## config.mk

```make
export PLATFORM = sky130hd
export DESIGN_NAME = feac_tx
export DESIGN_NICKNAME = d
export VERILOG_FILES = /design/src/rtl/feac_pkg.sv /design/src/rtl/feac_regs.sv /design/src/rtl/feac_seq.sv /design/src/rtl/feac_tx.sv
export SDC_FILE = /design/constraint.sdc
export NUM_CORES = 1
export LEC_CHECK = 0
export BUFFER_PORTS_ARGS = -buffer_cell sky130_fd_sc_hd__buf_2
export CAP_MARGIN = 20
export CORE_MARGIN = 2
export CORE_UTILIZATION = 49
export CTS_CLUSTER_SIZE = 25
export DETAILED_ROUTE_END_ITERATION = 10
export PLACE_DENSITY = 0.72
export SYNTH_ARGS = -nofsm -noshare
export SYNTH_HDL_FRONTEND = slang
export SYNTH_SLANG_ARGS = --single-unit
```

## constraint.sdc

```tcl
create_clock -name clk -period 1.3 [get_ports clk]
set_clock_uncertainty 0.1 [all_clocks]
set_input_delay 0 -clock clk [delete_from_list [all_inputs] [get_ports clk]]
set_output_delay 0 -clock clk [all_outputs]
set_load 0.01 [all_outputs]
```

## src/rtl/feac_pkg.sv

```systemverilog
package feac_pkg;

  // register addresses
  localparam int unsigned ADDR_CTRL = 0;
  localparam int unsigned ADDR_CODE = 1;

  // control/status bit positions
  localparam int unsigned CTRL_BUSY = 0;
  localparam int unsigned CTRL_GO   = 1;
  localparam int unsigned CTRL_EN   = 2;
  localparam int unsigned CTRL_DONE = 3;

  // fixed framing around the code word
  localparam int unsigned FRAMING_BITS = 10;

  typedef enum logic [0:0] {
    SEQ_IDLE = 1'b0,
    SEQ_SEND = 1'b1
  } seq_state_e;

endpackage

```

## src/rtl/feac_regs.sv

```systemverilog
module feac_regs
  import feac_pkg::*;
#(
  parameter int unsigned DATA_W = 8,
  parameter int unsigned CODE_W = 6
) (
  input  logic              clk,
  input  logic              rst_n,
  input  logic              host_wr,
  input  logic              host_rd,
  input  logic              host_addr,
  input  logic [DATA_W-1:0] host_wdata,
  output logic [DATA_W-1:0] host_rdata,
  input  logic              busy_i,
  input  logic              done_pulse_i,
  output logic [CODE_W-1:0] code_o,
  output logic              start_o,
  output logic              abort_o
);

  logic              enable_q, enable_d;
  logic [CODE_W-1:0] code_q, code_d;
  logic              done_q, done_d;
  logic              ctrl_wr, code_wr, ctrl_rd;

  assign ctrl_wr = host_wr && (host_addr == 1'(ADDR_CTRL));
  assign code_wr = host_wr && (host_addr == 1'(ADDR_CODE));
  assign ctrl_rd = host_rd && (host_addr == 1'(ADDR_CTRL));

  // command decode
  always_comb begin
    start_o = ctrl_wr && host_wdata[CTRL_GO] && host_wdata[CTRL_EN] && !busy_i;
    abort_o = ctrl_wr && !host_wdata[CTRL_EN] && busy_i;
  end

  // next-state
  always_comb begin
    enable_d = enable_q;
    code_d   = code_q;
    done_d   = done_q;
    if (ctrl_wr) enable_d = host_wdata[CTRL_EN];
    if (code_wr) code_d   = host_wdata[CODE_W:1];
    if (done_pulse_i)  done_d = 1'b1;
    else if (ctrl_rd)  done_d = 1'b0;
  end

  always_ff @(posedge clk or negedge rst_n) begin
    if (!rst_n) begin
      enable_q <= 1'b0;
      code_q   <= '0;
      done_q   <= 1'b0;
    end else begin
      enable_q <= enable_d;
      if (code_wr) code_q <= code_d;
      done_q   <= done_d;
    end
  end

  // read mux
  always_comb begin
    host_rdata = '0;
    if (host_addr == 1'(ADDR_CTRL)) begin
      host_rdata[CTRL_BUSY] = busy_i;
      host_rdata[CTRL_EN]   = enable_q;
      host_rdata[CTRL_DONE] = done_q;
    end else begin
      host_rdata[CODE_W:1] = code_q;
    end
  end

  assign code_o = code_q;

  AST_DONE_SET_WINS: assert property (@(posedge clk) disable iff (!rst_n)
    done_pulse_i |=> done_q);
  AST_GO_WHILE_BUSY: assert property (@(posedge clk) disable iff (!rst_n)
    busy_i |-> !start_o);
  AST_DONE_CLEARS: assert property (@(posedge clk) disable iff (!rst_n)
    (ctrl_rd && !done_pulse_i) |=> !done_q);

endmodule

```

## src/rtl/feac_seq.sv

```systemverilog
module feac_seq
  import feac_pkg::*;
#(
  parameter int unsigned CODE_W  = 6,
  parameter int unsigned REPEATS = 10
) (
  input  logic              clk,
  input  logic              rst_n,
  input  logic              start_i,
  input  logic              abort_i,
  input  logic              strobe_i,
  input  logic [CODE_W-1:0] code_i,
  output logic              busy_o,
  output logic              done_pulse_o,
  output logic              tx_bit_o
);

  localparam int unsigned MSG_W = CODE_W + FRAMING_BITS;
  localparam int unsigned BIT_W = $clog2(MSG_W);
  localparam int unsigned REP_W = $clog2(REPEATS + 1);
  localparam logic [BIT_W-1:0] LAST_BIT = BIT_W'(MSG_W - 1);
  localparam logic [REP_W-1:0] LAST_REP = REP_W'(REPEATS - 1);

  seq_state_e       state_q, state_d;
  logic [MSG_W-1:0] msg_q, msg_new;
  logic [BIT_W-1:0] bit_q, bit_d;
  logic [REP_W-1:0] rep_q, rep_d;
  logic             load;

  // message assembly: start 0, code LSB first, 0, then all ones
  always_comb begin
    msg_new             = '1;
    msg_new[0]          = 1'b0;
    msg_new[CODE_W:1]   = code_i;
    msg_new[CODE_W+1]   = 1'b0;
  end

  // next-state
  always_comb begin
    state_d      = state_q;
    bit_d        = bit_q;
    rep_d        = rep_q;
    load         = 1'b0;
    done_pulse_o = 1'b0;
    unique case (state_q)
      SEQ_IDLE: begin
        if (start_i) begin
          state_d = SEQ_SEND;
          bit_d   = '0;
          rep_d   = '0;
          load    = 1'b1;
        end
      end
      SEQ_SEND: begin
        if (abort_i) begin
          state_d = SEQ_IDLE;
        end else if (strobe_i) begin
          if (bit_q == LAST_BIT) begin
            bit_d = '0;
            if (rep_q == LAST_REP) begin
              state_d      = SEQ_IDLE;
              done_pulse_o = 1'b1;
            end else begin
              rep_d = rep_q + 1'b1;
            end
          end else begin
            bit_d = bit_q + 1'b1;
          end
        end
      end
      default: state_d = SEQ_IDLE;
    endcase
  end

  always_ff @(posedge clk or negedge rst_n) begin
    if (!rst_n) begin
      state_q <= SEQ_IDLE;
      bit_q   <= '0;
      rep_q   <= '0;
      msg_q   <= '1;
    end else begin
      state_q <= state_d;
      bit_q   <= bit_d;
      rep_q   <= rep_d;
      if (load) msg_q <= msg_new;
    end
  end

  assign busy_o   = (state_q == SEQ_SEND);
  assign tx_bit_o = busy_o ? msg_q[bit_q] : 1'b1;

  AST_IDLE_MARK: assert property (@(posedge clk) disable iff (!rst_n)
    !busy_o |-> tx_bit_o);
  AST_HOLD_NO_STROBE: assert property (@(posedge clk) disable iff (!rst_n)
    (busy_o && !strobe_i && !abort_i) |=> ($stable(bit_q) && $stable(rep_q) && busy_o));
  AST_SHADOW_HELD: assert property (@(posedge clk) disable iff (!rst_n)
    busy_o |=> $stable(msg_q));
  AST_DONE_ENDS_BUSY: assert property (@(posedge clk) disable iff (!rst_n)
    done_pulse_o |=> !busy_o);
  AST_BIT_RANGE: assert property (@(posedge clk) disable iff (!rst_n)
    (bit_q <= LAST_BIT) && (rep_q <= LAST_REP));
  AST_ABORT_IDLE: assert property (@(posedge clk) disable iff (!rst_n)
    (busy_o && abort_i) |=> !busy_o);

endmodule

```

## src/rtl/feac_tx.sv

```systemverilog
module feac_tx
  import feac_pkg::*;
#(
  parameter int unsigned DATA_W  = 8,
  parameter int unsigned CODE_W  = 6,
  parameter int unsigned REPEATS = 10
) (
  input  logic              clk,
  input  logic              rst_n,
  input  logic              host_wr,
  input  logic              host_rd,
  input  logic              host_addr,
  input  logic [DATA_W-1:0] host_wdata,
  output logic [DATA_W-1:0] host_rdata,
  input  logic              slot_strobe,
  output logic              alarm_bit
);

  logic [1:0]        rst_sync_q;
  logic              rst_int_n;
  logic [CODE_W-1:0] code;
  logic              start, abort, busy, done_pulse;

  // asynchronous assert, synchronous release
  always_ff @(posedge clk or negedge rst_n) begin
    if (!rst_n) rst_sync_q <= 2'b00;
    else        rst_sync_q <= {rst_sync_q[0], 1'b1};
  end
  assign rst_int_n = rst_sync_q[1];

  feac_regs #(
    .DATA_W (DATA_W),
    .CODE_W (CODE_W)
  ) u_regs (
    .clk          (clk),
    .rst_n        (rst_int_n),
    .host_wr      (host_wr),
    .host_rd      (host_rd),
    .host_addr    (host_addr),
    .host_wdata   (host_wdata),
    .host_rdata   (host_rdata),
    .busy_i       (busy),
    .done_pulse_i (done_pulse),
    .code_o       (code),
    .start_o      (start),
    .abort_o      (abort)
  );

  feac_seq #(
    .CODE_W  (CODE_W),
    .REPEATS (REPEATS)
  ) u_seq (
    .clk          (clk),
    .rst_n        (rst_int_n),
    .start_i      (start),
    .abort_i      (abort),
    .strobe_i     (slot_strobe),
    .code_i       (code),
    .busy_o       (busy),
    .done_pulse_o (done_pulse),
    .tx_bit_o     (alarm_bit)
  );

  AST_ABORT_NO_DONE: assert property (@(posedge clk) disable iff (!rst_int_n)
    abort |-> !done_pulse);
  AST_START_SETS_BUSY: assert property (@(posedge clk) disable iff (!rst_int_n)
    start |=> busy);

endmodule

```

# --- Yosys cells after proc, flatten, opt, wreduce, memory -nomap -nowiden ---
# Index checks and enable logic that the tools add are counted.
op_classes:
  n_addsub: 2
  order_cmp: 1
  eq_ne: 7
  mux: 31
  bitwise_logic: 2
  n_reduce_logical: 13
ops:
  columns: ["cell", "count"]
  rows:
  - ["$mux 4", 8]
  - ["$mux 1", 17]
  - ["$pmux 4 s2", 2]
  - ["$ne 2x2->1 const B", 5]
  - ["$add 4x1->4 const B", 2]
  - ["$eq 4x4->1 const B", 2]
  - ["$logic_and 1x1->1", 8]
  - ["$lt 4x5->1 const B", 1]
  - ["$reduce_and 5->1", 1]
  - ["$bmux 1 s4", 1]
  - ["$mux 3", 1]
  - ["$reduce_and 3->1", 1]
  - ["$logic_not 1->1", 2]
  - ["$mux 2", 1]
  - ["$not 1->1", 2]
  - ["$pmux 1 s2", 1]
  - ["$reduce_bool 2->1", 1]
totals:
  regBits: 27
  wordCells: 64

# --- Logic depth before layout (Yosys ltp) ---
logic_depth:
  depth_word: 7
  depth_mapped: 6

# --- Modules after synthesis ---
# A second synthesis with hierarchy kept.
hier_totals:
  hier_cells: 141
  area_unflattened_um2: 1458.9
modules_own_cells:
  columns: ["module", "n_inst", "cells_per_inst", "area_each_um2"]
  rows:
  - ["feac_seq", 1, 106, 983.4]
  - ["feac_regs", 1, 32, 421.7]
  - ["feac_tx", 1, 3, 53.8]

# --- Worst setup path before layout ---
# Ideal clock, no wire load.
synth_path:
  path_type: "reg2reg"
  startpoint: "register u_seq.bit_q[0]"
  endpoint: "register u_seq.rep_q[2]"
  t_arrival_ps: 1507
  required_time_ps: 1131
  setup_slack_ps: -376
  path_stages_with_launch: 7
  period_less_slack_ps: 1676
  path_cell_list: "dfrtp_1 > ha_1 > and3_1 > clkbuf_1 > nand3b_1 > or4_1 > nand3_1"
synth_via:
  elab_chain_cells: 3
synth_lines:
  columns: ["item", "line", "rtl"]
  rows:
  - ["start, declared", "feac_seq.sv:26", "logic [BIT_W-1:0] bit_q, bit_d;"]
  - ["start signal, assigned", "feac_seq.sv:83", "bit_q <= bit_d;"]
  - ["$eq 4x4->1", "feac_seq.sv:58", "if (bit_q == LAST_BIT) begin"]
  - ["$ne 2x2->1 (no line)", null, null]
  - ["$reduce_and 5->1 (no line)", null, null]
  - ["end signal, assigned", "feac_seq.sv:84", "rep_q <= rep_d;"]
  - ["end, declared", "feac_seq.sv:27", "logic [REP_W-1:0] rep_q, rep_d;"]
# Every way passes these cells.
# A chain may end at the register's enable or synchronous reset.

# --- Worst setup path in the final report ---
layout_path:
  startpoint: "register u_seq.bit_q[0]"
  endpoint: "output alarm_bit"
layout_via:
  elab_chain_cells: 3
layout_lines:
  columns: ["item", "line", "rtl"]
  rows:
  - ["$bmux 1 s4", "feac_seq.sv:90", "assign tx_bit_o = busy_o ? msg_q[bit_q] : 1'b1;"]
  - ["$mux 1 (implied by the code)", "feac_seq.sv:90", null]
  - ["$mux 1", "feac_seq.sv:90", null]
  - ["end, declared", "feac_tx.sv:16", "output logic alarm_bit"]
# Every way passes these cells. The select of a mux whose other input is x is not followed.

==> reports/qor.txt <==
Peak Freq: 0.6017 GHz
TritonCTS Buffers: 3
Final Slew Violations: 0
grt met2 use: 34.86%
Vias: 1224
Yosys top cell area share: 36.40%
Avg Inst Size Synth: 10.37 µm²
Vias/cell: 5.746
Total GRT Usage: 21.59%
port bufs: 19
crit end category: output port
worst reg2reg path depth: 6
crit path kind: register to output port
number of synthesized flops with an enable pin: 0
fill count: 143
CORE AREA: 2500 µm²
# rows: 18
met1 usage: 27.89%
Nets: 201
leakage power: 0.9088 nW
Critical Path Slowest Stage Cell: mux4_2
wire per inst: 18.47 µm
CP Launch Type: register
Ys Warns: 0
Worst Hold Class: input pin to register
critical path's largest stage delay: 0.50 ns
worst skew pair latency: 0.33 ns
run status: complete, but fails checks
sequential share of the synthesized area: 50.48%
largest cells by area after synthesis: dfrtp_1 (36%), dfstp_2 (14%), mux2_2 (7.8%)
Detail Placement HPWL: 2053 µm
clk root buf: clkbuf_4
Final WS setup: -0.3620 ns
first-pass GRT wire length: 5264 µm
Post-DRT Antenna Nets: 0
Starting DRT DRC Count: 49
setup violators final: 16
peak supply drop: 0.001067 V
met3 GRT Util: 3.721%
Period Utilization, post-route: 127.8%
effective utilization at floorplan: 52.25%
Yosys top cell by area: dfrtp_1
ANT cells: 0
DRT Wirelength: 3934 µm
Setup TNS: -2.507 ns
worst hold path depth: 4
Async SR Flop Fraction: 100.0%
Final Util: 76.08%
die span in y: 55.63 µm
area of the die: 3095 µm²
crit-path cells: mux4_2 -> nand2_1 -> nand4b_1 -> buf_2
CTS tree: yes
GR Overflow Total: 0
gr busiest metal: met2
DR DRC count: 0
MaxCap Viol Count: 0
I/O pin cnt: 23
Tmin final: 1.662 ns
Cell Area, Synth: 1306 µm²
share of cells above drive strength 1: 48.09%
Cells after Synth: 126
die width: 55.63 µm
net count after synthesis: 143
drt pass-1 iters: 4
Seq cells post-synth: 26
initial antenna violation count: 0
CP arrival: 1.56 ns
clk slew on worst S/H paths: 0.14 ns
Layout area overhead: 45.59%
number of global-route vias before repair: 1170
RSZ-0062 raised after global routing: true
Power Dens Cells: 1308 nW/µm²
post-synth cell types: 34
clock sink count: 26
CP Data Required Time: 1.20 ns
CTS max path bufs: 2
Most used DFF post-synth: dfrtp_1
failing checks: negative setup slack
Fin. Hold Viols: 0
placer's final routability congestion estimate: 0.8937
CP max FO: 3
largest net degree at the start of global routing: 25
htree depth: 1
==> layout make-up <==
| class | instances | area, µm² | area share, % |
|---|---|---|---|
| inverters | 5 | 21.27 | 1.118 |
| well taps | 30 | 37.54 | 1.974 |
| repair buffers | 58 | 461.7 | 24.28 |
| multi-input cells | 90 | 683.2 | 35.92 |
| clock buffers | 4 | 36.28 | 1.908 |
| flip-flops and latches | 26 | 661.9 | 34.80 |
==> where the power goes <==
part | internal (mW) | switching (mW)
combinational | 0.496 | 0.440
clock | 0.172 | 0.249
sequential | 1.01 | 0.125
total | 1.67 | 0.814
==> kinds of logic after synthesis <==
kind of cell | after synthesis | synth area share, %
AO/OA/AOI/OAI | 16 | 7.951
adder cells (fa/ha/maj) | 3 | 2.874
buffers and inverters | 10 | 3.736
flip-flops | 26 | 50.48
multiplexers | 11 | 11.21
other | 2 | 0.5749
AND/OR/NAND/NOR | 58 | 23.18
==> metrics by stage <==
step	hold WS, ns	instance area (µm²)	worst slack (ns)	total power [mW]	std cells
detailed placement	-0.3127	1582	-0.2456	1.848	191
floorplan	-0.3956	1333	-0.2393	1.543	126
finish	0.07977	1902	-0.3620	2.487	213
global route	0.09737	1902	-0.4513	2.637	213
CTS	0.01532	1788	-0.3667	2.344	210
global placement	-0.3152	1582	-0.1876	1.807	191
==> per-layer routing <==
layer	up-vias	wire, µm
met5	-	0
met4	0	151
met3	16	207
met2	55	1997
met1	599	1577
li1	554	-
==> flip-flops by register name, indices dropped and copies added (netlist names) <==
signal / count
rst_sync_q: 2
u_regs.code_o: 6
u_regs.done_q: 1
u_regs.enable_q: 1
u_seq.bit_q: 4
u_seq.busy_o: 1
u_seq.msg_q: 7
u_seq.rep_q: 4
==> repair_timing <==
| action | in CTS | in global routing |
|---|---|---|
| buffers inserted | 5 | 4 |
| hold buffers | 10 | 0 |
| pin swaps | 7 | 4 |
| resized for setup | 10 | 24 |
| endpoints found under the setup margin | 18 | 20 |
| gates cloned | 0 | 0 |
| endpoints found under the hold margin | 11 | 0 |
==> cell usage in the layout, fill, tap and decap left out, types with 2 or more instances in the layout <==
cell	n
and2_1	5
inv_1	4
buf_2	16
mux2_2	7
o21ai_0	3
nand3_2	2
o21ai_1	3
clkbuf_4	3
dfrtp_2	2
nand3_1	6
nand2_1	24
buf_4	22
and3_1	2
nand2_2	3
nand4b_1	2
nand4_1	2
mux2_4	2
a21oi_1	2
dfstp_2	7
buf_6	9
dfrtp_1	17
mux4_2	2
o221ai_1	2
dlygate4sd3_1	10
conb_1	2
ha_1	2
==> synth_stat cells, drive strengths merged, types with 2 or more instances <==
cell type and count:
nand2 27, nand4 2, clkbuf 3, and2 5, inv 5, conb 2
and3 3, o21ai 7, nor3 2, nand2b 2, ha 3, mux4 2
nand3 8, a21oi 2, dfstp 7, o221ai 2, dfrtp 19, mux2 9
buf 2, nand4b 2
==> worst paths after layout <==
kind | start | end | slack (ns)
setup / recovery | u_seq.bit_q[0]$_DFFE_PN0P_ | alarm_bit | -0.36
hold / removal | host_wr | u_regs.enable_q$_DFFE_PN0N_ | 0.08
max in group asynchronous | rst_n | rst_sync_q[0]$_DFF_PN0_ | 0.55
setup reg to reg | u_seq.bit_q[0]$_DFFE_PN0P_ | u_seq.rep_q[3]$_DFFE_PN0P_ | -0.35
min in group asynchronous | rst_sync_q[1]$_DFF_PN0_ | u_seq.busy_o$_DFF_PN0_ | 0.13
hold reg to reg | rst_sync_q[1]$_DFF_PN0_ | u_seq.busy_o$_DFF_PN0_ | 0.13
==> critical path, delay by kind of cell, from the launching register on <==
kind | cells | cell delay [ns]
buffers and inverters | 1 | 0.14
AND/OR/NAND/NOR | 2 | 0.16
multiplexers | 1 | 0.50
flip-flops | 1 | 0.43
No activity file was read; power rests on OpenSTA's default activity.
